### src/rtl/phy_ctrl_pkg.sv
package phy_ctrl_pkg;
  localparam int REG_W     = 16;
  localparam int PD_BIT    = 11;
  localparam int ISO_BIT   = 10;
  localparam int RAN_BIT   = 9;
  localparam int DPX_BIT   = 8;
  localparam int COLT_BIT  = 7;

  typedef struct packed {
    logic pd;
    logic iso;
    logic ran;
    logic dpx;
    logic colt;
  } ctrl_fields_t;
endpackage

### src/rtl/ctrl_strap_dflt.sv
module ctrl_strap_dflt #(
  parameter int ADDR_W = 5
) (
  input  logic [ADDR_W-1:0] strap_phy_addr,
  input  logic              strap_repeater,
  input  logic              strap_an_en,
  input  logic              strap_fd100,
  input  logic              strap_fd10,
  output logic              iso_dflt,
  output logic              dpx_dflt
);
  localparam logic [ADDR_W-1:0] ISO_ADDR = '0;

  always_comb begin
    iso_dflt = (strap_phy_addr == ISO_ADDR);
    if (strap_repeater)
      dpx_dflt = 1'b0;
    else
      dpx_dflt = !strap_an_en && (strap_fd100 || strap_fd10);
  end
endmodule

### src/rtl/ctrl_field_regs.sv
module ctrl_field_regs
  import phy_ctrl_pkg::*;
#(
  parameter int DATA_W = REG_W
) (
  input  logic              clk,
  input  logic              rst_n,
  input  logic              iso_dflt,
  input  logic              dpx_dflt,
  input  logic              wr_en,
  input  logic [DATA_W-1:0] wdata,
  input  logic              an_enabled,
  input  logic              an_done,
  output ctrl_fields_t      fields,
  output logic              an_start
);
  ctrl_fields_t f_q;
  logic         start_q;
  logic         ran_set;

  assign ran_set = wr_en && wdata[RAN_BIT] && an_enabled && !f_q.ran;

  always_ff @(posedge clk) begin
    if (!rst_n) begin
      f_q.pd   <= 1'b0;
      f_q.iso  <= iso_dflt;
      f_q.ran  <= 1'b0;
      f_q.dpx  <= dpx_dflt;
      f_q.colt <= 1'b0;
      start_q  <= 1'b0;
    end else begin
      start_q <= ran_set;
      if (wr_en) begin
        if (wdata[PD_BIT]) f_q.pd <= 1'b1;
        f_q.iso  <= wdata[ISO_BIT];
        f_q.dpx  <= wdata[DPX_BIT];
        f_q.colt <= wdata[COLT_BIT];
      end
      if (ran_set)
        f_q.ran <= 1'b1;
      else if (f_q.ran && an_done)
        f_q.ran <= 1'b0;
    end
  end

  assign fields   = f_q;
  assign an_start = start_q;
endmodule

### src/rtl/ctrl_mii_gate.sv
module ctrl_mii_gate
  import phy_ctrl_pkg::*;
#(
  parameter int MII_D_W = 4
) (
  input  ctrl_fields_t       fields,
  input  logic [MII_D_W-1:0] mii_txd,
  input  logic               mii_tx_en,
  input  logic               mii_tx_er,
  input  logic               core_col,
  output logic [MII_D_W-1:0] core_txd,
  output logic               core_tx_en,
  output logic               core_tx_er,
  output logic               mii_col_o,
  output logic               mii_out_oe,
  output logic               line_tx_oe,
  output logic               led_oe,
  output logic               fiber_tx_en
);
  logic isolated;
  assign isolated = fields.iso || fields.pd;

  always_comb begin
    if (isolated) begin
      core_txd   = '0;
      core_tx_en = 1'b0;
      core_tx_er = 1'b0;
      mii_col_o  = 1'b0;
    end else begin
      core_txd   = mii_txd;
      core_tx_en = mii_tx_en;
      core_tx_er = mii_tx_er;
      mii_col_o  = core_col || (fields.colt && mii_tx_en);
    end
    mii_out_oe  = !isolated;
    line_tx_oe  = !fields.pd;
    led_oe      = !fields.pd;
    fiber_tx_en = !fields.pd;
  end
endmodule

### src/rtl/phy_ctrl_reg.sv
module phy_ctrl_reg
  import phy_ctrl_pkg::*;
#(
  parameter int ADDR_W  = 5,
  parameter int MII_D_W = 4
) (
  input  logic               clk,
  input  logic               rst_n,
  input  logic [ADDR_W-1:0]  strap_phy_addr,
  input  logic               strap_repeater,
  input  logic               strap_an_en,
  input  logic               strap_fd100,
  input  logic               strap_fd10,
  input  logic               reg_wr_en,
  input  logic [REG_W-1:0]   reg_wdata,
  output logic [REG_W-1:0]   reg_rdata,
  input  logic               an_enabled,
  input  logic               an_done,
  input  logic               an_fd_result,
  output logic               an_start,
  output logic               link_full_duplex,
  input  logic [MII_D_W-1:0] mii_txd,
  input  logic               mii_tx_en,
  input  logic               mii_tx_er,
  output logic [MII_D_W-1:0] core_txd,
  output logic               core_tx_en,
  output logic               core_tx_er,
  input  logic               core_col,
  output logic               mii_col_o,
  output logic               mii_out_oe,
  output logic               line_tx_oe,
  output logic               led_oe,
  output logic               fiber_tx_en
);
  logic         iso_dflt;
  logic         dpx_dflt;
  ctrl_fields_t fields;

  ctrl_strap_dflt #(.ADDR_W(ADDR_W)) u_dflt (
    .strap_phy_addr (strap_phy_addr),
    .strap_repeater (strap_repeater),
    .strap_an_en    (strap_an_en),
    .strap_fd100    (strap_fd100),
    .strap_fd10     (strap_fd10),
    .iso_dflt       (iso_dflt),
    .dpx_dflt       (dpx_dflt)
  );

  ctrl_field_regs #(.DATA_W(REG_W)) u_regs (
    .clk        (clk),
    .rst_n      (rst_n),
    .iso_dflt   (iso_dflt),
    .dpx_dflt   (dpx_dflt),
    .wr_en      (reg_wr_en),
    .wdata      (reg_wdata),
    .an_enabled (an_enabled),
    .an_done    (an_done),
    .fields     (fields),
    .an_start   (an_start)
  );

  ctrl_mii_gate #(.MII_D_W(MII_D_W)) u_gate (
    .fields      (fields),
    .mii_txd     (mii_txd),
    .mii_tx_en   (mii_tx_en),
    .mii_tx_er   (mii_tx_er),
    .core_col    (core_col),
    .core_txd    (core_txd),
    .core_tx_en  (core_tx_en),
    .core_tx_er  (core_tx_er),
    .mii_col_o   (mii_col_o),
    .mii_out_oe  (mii_out_oe),
    .line_tx_oe  (line_tx_oe),
    .led_oe      (led_oe),
    .fiber_tx_en (fiber_tx_en)
  );

  always_comb begin
    reg_rdata           = '0;
    reg_rdata[PD_BIT]   = fields.pd;
    reg_rdata[ISO_BIT]  = fields.iso;
    reg_rdata[RAN_BIT]  = fields.ran;
    reg_rdata[DPX_BIT]  = fields.dpx;
    reg_rdata[COLT_BIT] = fields.colt;
  end

  assign link_full_duplex = an_enabled ? an_fd_result : fields.dpx;
endmodule

### config.mk
export PLATFORM = sky130hd
export DESIGN_NAME = phy_ctrl_reg
export DESIGN_NICKNAME = d
export VERILOG_FILES = /design/src/rtl/phy_ctrl_pkg.sv /design/src/rtl/ctrl_strap_dflt.sv /design/src/rtl/ctrl_field_regs.sv /design/src/rtl/ctrl_mii_gate.sv /design/src/rtl/phy_ctrl_reg.sv
export SDC_FILE = /design/constraint.sdc
export NUM_CORES = 1
export LEC_CHECK = 0
export CORE_MARGIN = 2
export CORE_UTILIZATION = 22
export CTS_CLUSTER_SIZE = 20
export DETAILED_ROUTE_END_ITERATION = 6
export GPL_TIMING_DRIVEN = 0
export HOLD_SLACK_MARGIN = 0.03
export PLACE_DENSITY = 0.8
export SLEW_MARGIN = 20
export SYNTH_ARGS = -nofsm -noshare
export SYNTH_HDL_FRONTEND = slang
export SYNTH_SLANG_ARGS = --single-unit
### constraint.sdc
create_clock -name clk -period 1 [get_ports clk]
set_input_delay 0.25 -clock clk [delete_from_list [all_inputs] [get_ports clk]]
set_output_delay 0.25 -clock clk [all_outputs]
set_load 0.03 [all_outputs]
==> results by group, run 1 <==
Setup path
  • Crit. End Element: primary output
  • CP required: 750 ps
  • Critical Path Fanout Max: 3
  • CP arrival: 1110 ps
  • Startpoint Class: flop
  • Setup CP Type: flop to primary output

CTS
  • Register clock-pin slew on the reported worst setup and hold paths: 50 ps
  • Clock latency at the later pin of the worst-skew pair: 230 ps
  • CTS HTree Levels: 1
  • Total clock buffers created by CTS: 3
  • Clk sinks: 6
  • CTS tree: built
  • Root Driver: clkbuf_4
  • Bufs on Longest Clock Path: 2

Yosys
  • Yosys cell types: 21
  • Cell Area, Synth: 425 µm²
  • Post-synth EDFFs: 2
  • Synth area leader: buf_4
  • Synth top area share: 22.9%
  • Most numerous cell in the Yosys netlist: buf_4
  • Post-Syn Instances: 48
  • #FFs+latches synth: 6
  • Syn avg cell area: 8.86 µm²
  • Ys Warns: 0
  • Synth area leaders: buf_4 23%, dfxtp_1 19%, edfxtp_1 14%
  • Top_reg_cell synth: dfxtp_1
  • Sequential area share after synthesis: 32.9%
  • Post-synth ARST share: 0%
  • Synth top cells by count: 13 x buf_4, 6 x and2_1, 4 x dfxtp_1, 3 x nor3_1

STA
  • TNS Setup: -4080 ps
  • # setup viols final: 15
  • WHS: 268 ps
  • Unrepaired setup endpoints after global routing: true
  • Final hold vios: 0
  • Pins Over Slew Limit: 0
  • Final setup skew: 0.0252 ps
  • Clock period minus worst slack: 1360 ps
  • Peak Freq: 734 MHz
  • Final Cycle Share: 136%
  • Final worst slack: -363 ps

Global routing
  • GRT Util Overall: 11.3%
  • First-pass GRT wire length: 1770 µm
  • Vias in the first global route: 439
  • Largest net degree at the start of global routing: 10
  • Initial antenna violation count: 0
  • GRT Residual Overflow: 0

Drt
  • Final ANT Viol Nets: 0
  • DRT Wirelength: 1310 µm
  • Wl on met1: 401 µm
  • DR pass1 iterations: 1
  • Uppermost layer routed: met4
  • WL met3: 256 µm
  • Wirelength per Cell: 9.82 µm
  • DRT iter0 DRCs: 0
  • Vias: 511
  • DR WL met2: 628 µm
  • DRC: 0
  • Vias per cell: 3.84

Place
  • Placer's final routability congestion estimate: 0.655
  • Port bufs: 43
  • HPWL Detailed: 1130 µm
  • Placed cell count: 126

Final layout
  • Final std cells w/o fill: 133
  • Layout area overhead: 142%
  • Nets: 147
  • Layout cells sized above 1: 49.1%
  • ANT cells: 0
  • Fill cells: 169

Die
  • Die X: 48.0 µm
  • Core region area: 1760 µm²
  • Die Span Y: 48.0 µm
  • Full die area: 2300 µm²
  • Top-Level Pins: 67
  • Initial Util: 24.1%
  • # rows: 15

Pwr
  • Pint: 698 µW
  • PD cells: 1030 nW/µm²
  • Gate power share: 50.8%
  • Total leakage power: 0.483 nW
  • Clock share of power: 22.0%
  • VDD IR-drop max: 442 µV
  • Switching share of total power: 34.4%
  • Sw power: 366 µW
  • Register share of total power: 27.2%

Job
  • Maxcap violations: 0

Outcome
  • Failing checks: setup timing
  • Outcome: finished with violations

Worst hold path
  • Hold Crit Class: input pin to flop
registers in the layout, indices dropped and copies added, names as in the netlist:
signal           count
u_regs.an_start      1
u_regs.fields        5
per-layer routing:
metal,track usage (%),vias to the layer above
met4,6.49,0
met1,9.68,208
li1,-,258
met3,4.91,2
met5,0,-
met2,21.3,43
stage by stage:
step                      setup WS (ps)  power, mW  cell area [µm²]  utilization (%)
after floorplan                    -379      0.581              499                -
after global placement             -885      0.797              961             54.5
after detailed placement           -890      0.802              961             54.5
after CTS                          -374       1.06             1010             57.4
after global routing               -434       1.13             1030             58.4
final                              -363       1.06             1030             58.4
cell type report:
class                   instances  area [µm²]  share of cell area (%)
well taps                      25        31.3                    3.04
repair buffers                 46         460                    44.7
multi-input cells              37         241                    23.5
inverters                       1        7.51                   0.729
plain buffers                  14         116                    11.3
flip-flops and latches          6         146                    14.2
clock buffers                   4        26.3                    2.55
critical path: stages, from the launching register on:
cell	delay, ps
edfxtp_1	430
buf_4	170
nor3_4	120
buf_6	150
final timing paths:
kind	startpoint	depth (start not counted)	slack (ps)	end
min	rst_n	2	270	u_regs.fields[0]
min reg2reg	u_regs.fields[2]	2	490	u_regs.fields[2]
max	u_regs.fields[3]	3	-360	mii_col_o
max reg2reg	u_regs.fields[4]	3	220	u_regs.fields[4]
power groups by stage:
| stage | sequential [mW] | combinational [mW] | clock (mW) |
|---|---|---|---|
| after CTS | 0.288 | 0.531 | 0.245 |
| after detailed placement | 0.292 | 0.510 | 0 |
| after floorplan | 0.322 | 0.258 | 0 |
| after global placement | 0.292 | 0.505 | 0 |
| after global routing | 0.290 | 0.573 | 0.265 |
| final | 0.289 | 0.540 | 0.234 |
timing repair:
action | in CTS | in global routing
gates resized for setup | 127 | 4
hold buffers | 0 | 0
buffers inserted | 3 | 0
hold endpoints to repair | 0 | 0
pin swaps | 1 | 0
endpoints found under the setup margin | 20 | 17
cells in the final DEF, fill, tap and decap left out, types with 2 or more instances in the layout:
cell,netlist,final
nor2b_1,2,2
dlygate4sd2_1,0,4
nand2_1,2,2
buf_6,1,19
nor2_1,2,2
and2_2,0,6
buf_4,13,14
nor3_1,3,2
clkbuf_4,0,4
dfxtp_2,0,2
conb_1,1,11
clkdlybuf4s50_1,0,21
edfxtp_1,2,2
cell families after synthesis:
kind of cell           share of synthesized area, %
other                                         0.882
AOI/OAI and AO/OA                              9.71
DFF                                            32.9
muxes                                          5.00
buffers and inverters                          26.5
and+or+nand+nor                                25.0
No activity file was read; power rests on OpenSTA's default activity.
==> inputs of run 2 (changes only) <==
--- a/config.mk
+++ b/config.mk
@@ -5,13 +5,15 @@
 export SDC_FILE = /design/constraint.sdc
 export NUM_CORES = 1
 export LEC_CHECK = 0
+export ABC_AREA = 1
 export CORE_MARGIN = 2
-export CORE_UTILIZATION = 22
+export CORE_UTILIZATION = 24
 export CTS_CLUSTER_SIZE = 20
 export DETAILED_ROUTE_END_ITERATION = 6
 export GPL_TIMING_DRIVEN = 0
 export HOLD_SLACK_MARGIN = 0.03
-export PLACE_DENSITY = 0.8
+export PLACE_DENSITY = 0.79
+export SETUP_SLACK_MARGIN = 0.5
 export SLEW_MARGIN = 20
 export SYNTH_ARGS = -nofsm -noshare
 export SYNTH_HDL_FRONTEND = slang
==> run 2 against run 1 <==
The flow still finishes with violations (setup timing). Area after synthesis up 17%. Utilization is 2.0 points higher. Register-to-register slack worse by 120 ps. Clock skew about the same. Sequential power fell by 3%. Setup slack lost 33 ps. Global-route usage increased by 1.5 points. Critical endpoint is now core_tx_en. Largest power group unchanged.
==> results by group, run 2 <==
Outcome
  • Outcome: finished with violations (unchanged)
  • Failing checks: setup timing (unchanged)

Place
  • DP Worst Slack: -857 ps (was -890 ps)
  • Port bufs: 43 (unchanged)
  • Placer's final routability congestion estimate: 0.594 (was 0.655)
  • HPWL Detailed: 1250 µm (was 1130 µm)
  • Placed cell count: 152 (was 126)
  • Dpl cell area: 1080 µm² (was 961 µm²)

Final layout
  • Most frequent cells in the layout: 27 x buf_6, 16 x buf_4, 11 x nand2_1, 11 x conb_1, 10 x inv_1 (was 21 x clkdlybuf4s50_1, 19 x buf_6, 14 x buf_4, 11 x conb_1, 6 x and2_2)
  • Nets: 176 (was 147)
  • ANT cells: 0 (unchanged)
  • Commonest non-fill, non-tap cell in the layout: buf_6 (was clkdlybuf4s50_1)
  • Fill cells: 198 (was 169)
  • Design area: 1180 µm² (was 1030 µm²)
  • Layout cells sized above 1: 62.5% (was 49.1%)
  • Multi-input gate area: 287 µm² (was 241 µm²)
  • Final core occ: 60.4% (was 58.4%)
  • Storage element area: 155 µm² (was 146 µm²)
  • Max reg flops: 5 (unchanged)
  • Layout area overhead: 137% (was 142%)
  • Final std cells w/o fill: 163 (was 133)

Yosys
  • Synth area leader: buf_4 (unchanged)
  • Yosys cell types: 17 (was 21)
  • Synth top cells by count: 16 x inv_1, 13 x buf_4, 13 x nand2_1, 6 x nor2_2 (was 13 x buf_4, 6 x and2_1, 4 x dfxtp_1, 3 x nor3_1)
  • Ys Warns: 0 (unchanged)
  • Cell Area, Synth: 499 µm² (was 425 µm²)
  • Synth top area share: 19.5% (was 22.9%)
  • #FFs+latches synth: 6 (unchanged)
  • Synth area leaders: buf_4 20%, dfxtp_1 16%, edfxtp_1 12% (was buf_4 23%, dfxtp_1 19%, edfxtp_1 14%)
  • Post-synth EDFFs: 2 (unchanged)
  • Post-Syn Instances: 72 (was 48)
  • Post-synth ARST share: 0% (unchanged)
  • Syn avg cell area: 6.93 µm² (was 8.86 µm²)
  • Top_reg_cell synth: dfxtp_1 (unchanged)
  • Sequential area share after synthesis: 28.1% (was 32.9%)
  • Most numerous cell in the Yosys netlist: inv_1 (was buf_4)

Global routing
  • Initial antenna violation count: 0 (unchanged)
  • First-pass GRT wire length: 2340 µm (was 1770 µm)
  • Vias in the first global route: 568 (was 439)
  • GRT Residual Overflow: 0 (unchanged)
  • Largest net degree at the start of global routing: 8 (was 10)
  • GRT Util Overall: 12.8% (was 11.3%)

Job
  • Maxcap violations: 0 (unchanged)

CTS
  • Clock latency at the later pin of the worst-skew pair: 240 ps (was 230 ps)
  • Register clock-pin slew on the reported worst setup and hold paths: 50 ps (about the same)
  • Total clock buffers created by CTS: 3 (unchanged)
  • # hold bufs at CTS: 0 (unchanged)
  • Root Driver: clkbuf_4 (unchanged)
  • Bufs on Longest Clock Path: 2 (unchanged)
  • Clk sinks: 6 (unchanged)
  • CTS tree: built (unchanged)
  • CTS HTree Levels: 1 (unchanged)

Setup path
  • Setup CP Type: flop to primary output (unchanged)
  • Most frequent cell on the critical path: nor2_4
  • Crit. End Element: primary output (unchanged)
  • Crit-path max cell delay: 420 ps (was 430 ps)
  • R2r worst-path depth: 4 (was 3)
  • CP arrival: 1150 ps (was 1110 ps)
  • Critical Path Fanout Max: 6 (was 3)
  • RR Startpoint: u_regs.fields[4] (unchanged)
  • Reg2Reg Setup Slack: 100 ps (was 220 ps)
  • CP required: 750 ps (about the same)
  • Slowest-stage cell, CP: edfxtp_1 (unchanged)
  • Cell Chain, Critical Path: nor2_4 > inv_6 > nor2_4 > buf_6 (was buf_4 > nor3_4 > buf_6)
  • Startpoint Class: flop (unchanged)
  • Capturing point of the worst reg2reg path: u_regs.fields[4] (unchanged)

Drt
  • Vias: 620 (was 511)
  • DRT iter0 DRCs: 5 (was 0)
  • Final ANT Viol Nets: 0 (unchanged)
  • DRT Wirelength: 1600 µm (was 1310 µm)
  • Wirelength per Cell: 9.81 µm (was 9.82 µm)
  • DR pass1 iterations: 2 (was 1)
  • Vias per cell: 3.80 (was 3.84)
  • DRC: 0 (unchanged)

STA
  • TNS Setup: -4230 ps (was -4080 ps)
  • Final Cycle Share: 140% (was 136%)
  • Unrepaired setup endpoints after global routing: true (unchanged)
  • # setup viols final: 15 (unchanged)
  • Peak Freq: 717 MHz (was 734 MHz)
  • Final worst slack: -395 ps (was -363 ps)
  • Clock period minus worst slack: 1400 ps (was 1360 ps)
  • Final setup skew: 0.0116 ps (was 0.0252 ps)
  • Final hold vios: 0 (unchanged)
  • Pins Over Slew Limit: 0 (unchanged)
  • WHS: 271 ps (was 268 ps)

Worst hold path
  • Hold Path Cell Cnt: 3 (was 2)
  • Hold Crit Class: input pin to flop (unchanged)
  • Worst hold start: reg_wr_en (was rst_n)
  • Worst hold endpoint: u_regs.an_start (was u_regs.fields[0])

Die
  • Initial Util: 25.4% (was 24.1%)
  • Top-Level Pins: 67 (unchanged)
  • Die X: 49.6 µm (was 48.0 µm)
  • # rows: 16 (was 15)
  • Full die area: 2460 µm² (was 2300 µm²)
  • Die Span Y: 49.6 µm (was 48.0 µm)
  • Core region area: 1960 µm² (was 1760 µm²)

Pwr
  • PD cells: 943 nW/µm² (was 1030 nW/µm²)
  • Power Total: 1.12 mW (was 1.06 mW)
  • VDD IR-drop max: 370 µV (was 442 µV)
  • Total leakage power: 0.623 nW (was 0.483 nW)
-- run 2: worst max-delay path by stage --
stage	startpoint	end	slack, ps	cells past startpoint
floorplan	u_regs.fields[3]	core_tx_en	-420	3
global placement	mii_tx_en	mii_col_o	-830	6
detailed placement	an_enabled	link_full_duplex	-860	4
CTS	u_regs.fields[3]	core_tx_en	-400	4
global route	u_regs.fields[3]	core_txd[1]	-470	4
finish	u_regs.fields[3]	core_tx_en	-400	4
-- run 2: repair_timing --
action	4_1_cts	5_1_grt
pin swaps	17	6
setup buffers	4	4
resized for setup	172	17
setup endpoints to repair	26	25
-- run 2: layout make-up --
| type | count | share of cell area, % |
|---|---|---|
| flip-flops and latches | 6 | 13.1 |
| multi-input cells | 45 | 24.2 |
| clock buffers | 3 | 1.90 |
| well taps | 27 | 2.85 |
| inverters | 17 | 6.34 |
| repair buffers | 51 | 41.1 |
| plain buffers | 14 | 10.6 |
-- run 2: kinds of logic (layout without fill, tap and decap cells) --
group,after synthesis,count (layout),synth area share [%]
buffers and inverters,31,85,35.1
and+or+nand+nor,30,30,31.3
DFF,6,6,28.1
AOI/OAI and AO/OA,4,4,4.76
other,1,11,0.751
-- run 2: critical path, delay by kind of cell (launching register included) --
family        cells  cell delay (ps)
buf+inv           2              220
simple gates      2              270
flops             1              420
-- run 2: power breakdown --
group	internal, mW	total [mW]	switching (mW)
Sequential	0.265	0.281	0.0161
Combinational	0.290	0.617	0.327
Clock	0.136	0.219	0.0833
Total	0.691	1.12	0.426
-- run 2: layer usage --
metal | track usage [%] | part of all wire, %
met1 | 12.1 | 32
met2 | 22.9 | 57
met3 | 3.94 | 9.7
met4 | 9.72 | 1.7
met5 | 0 | 0
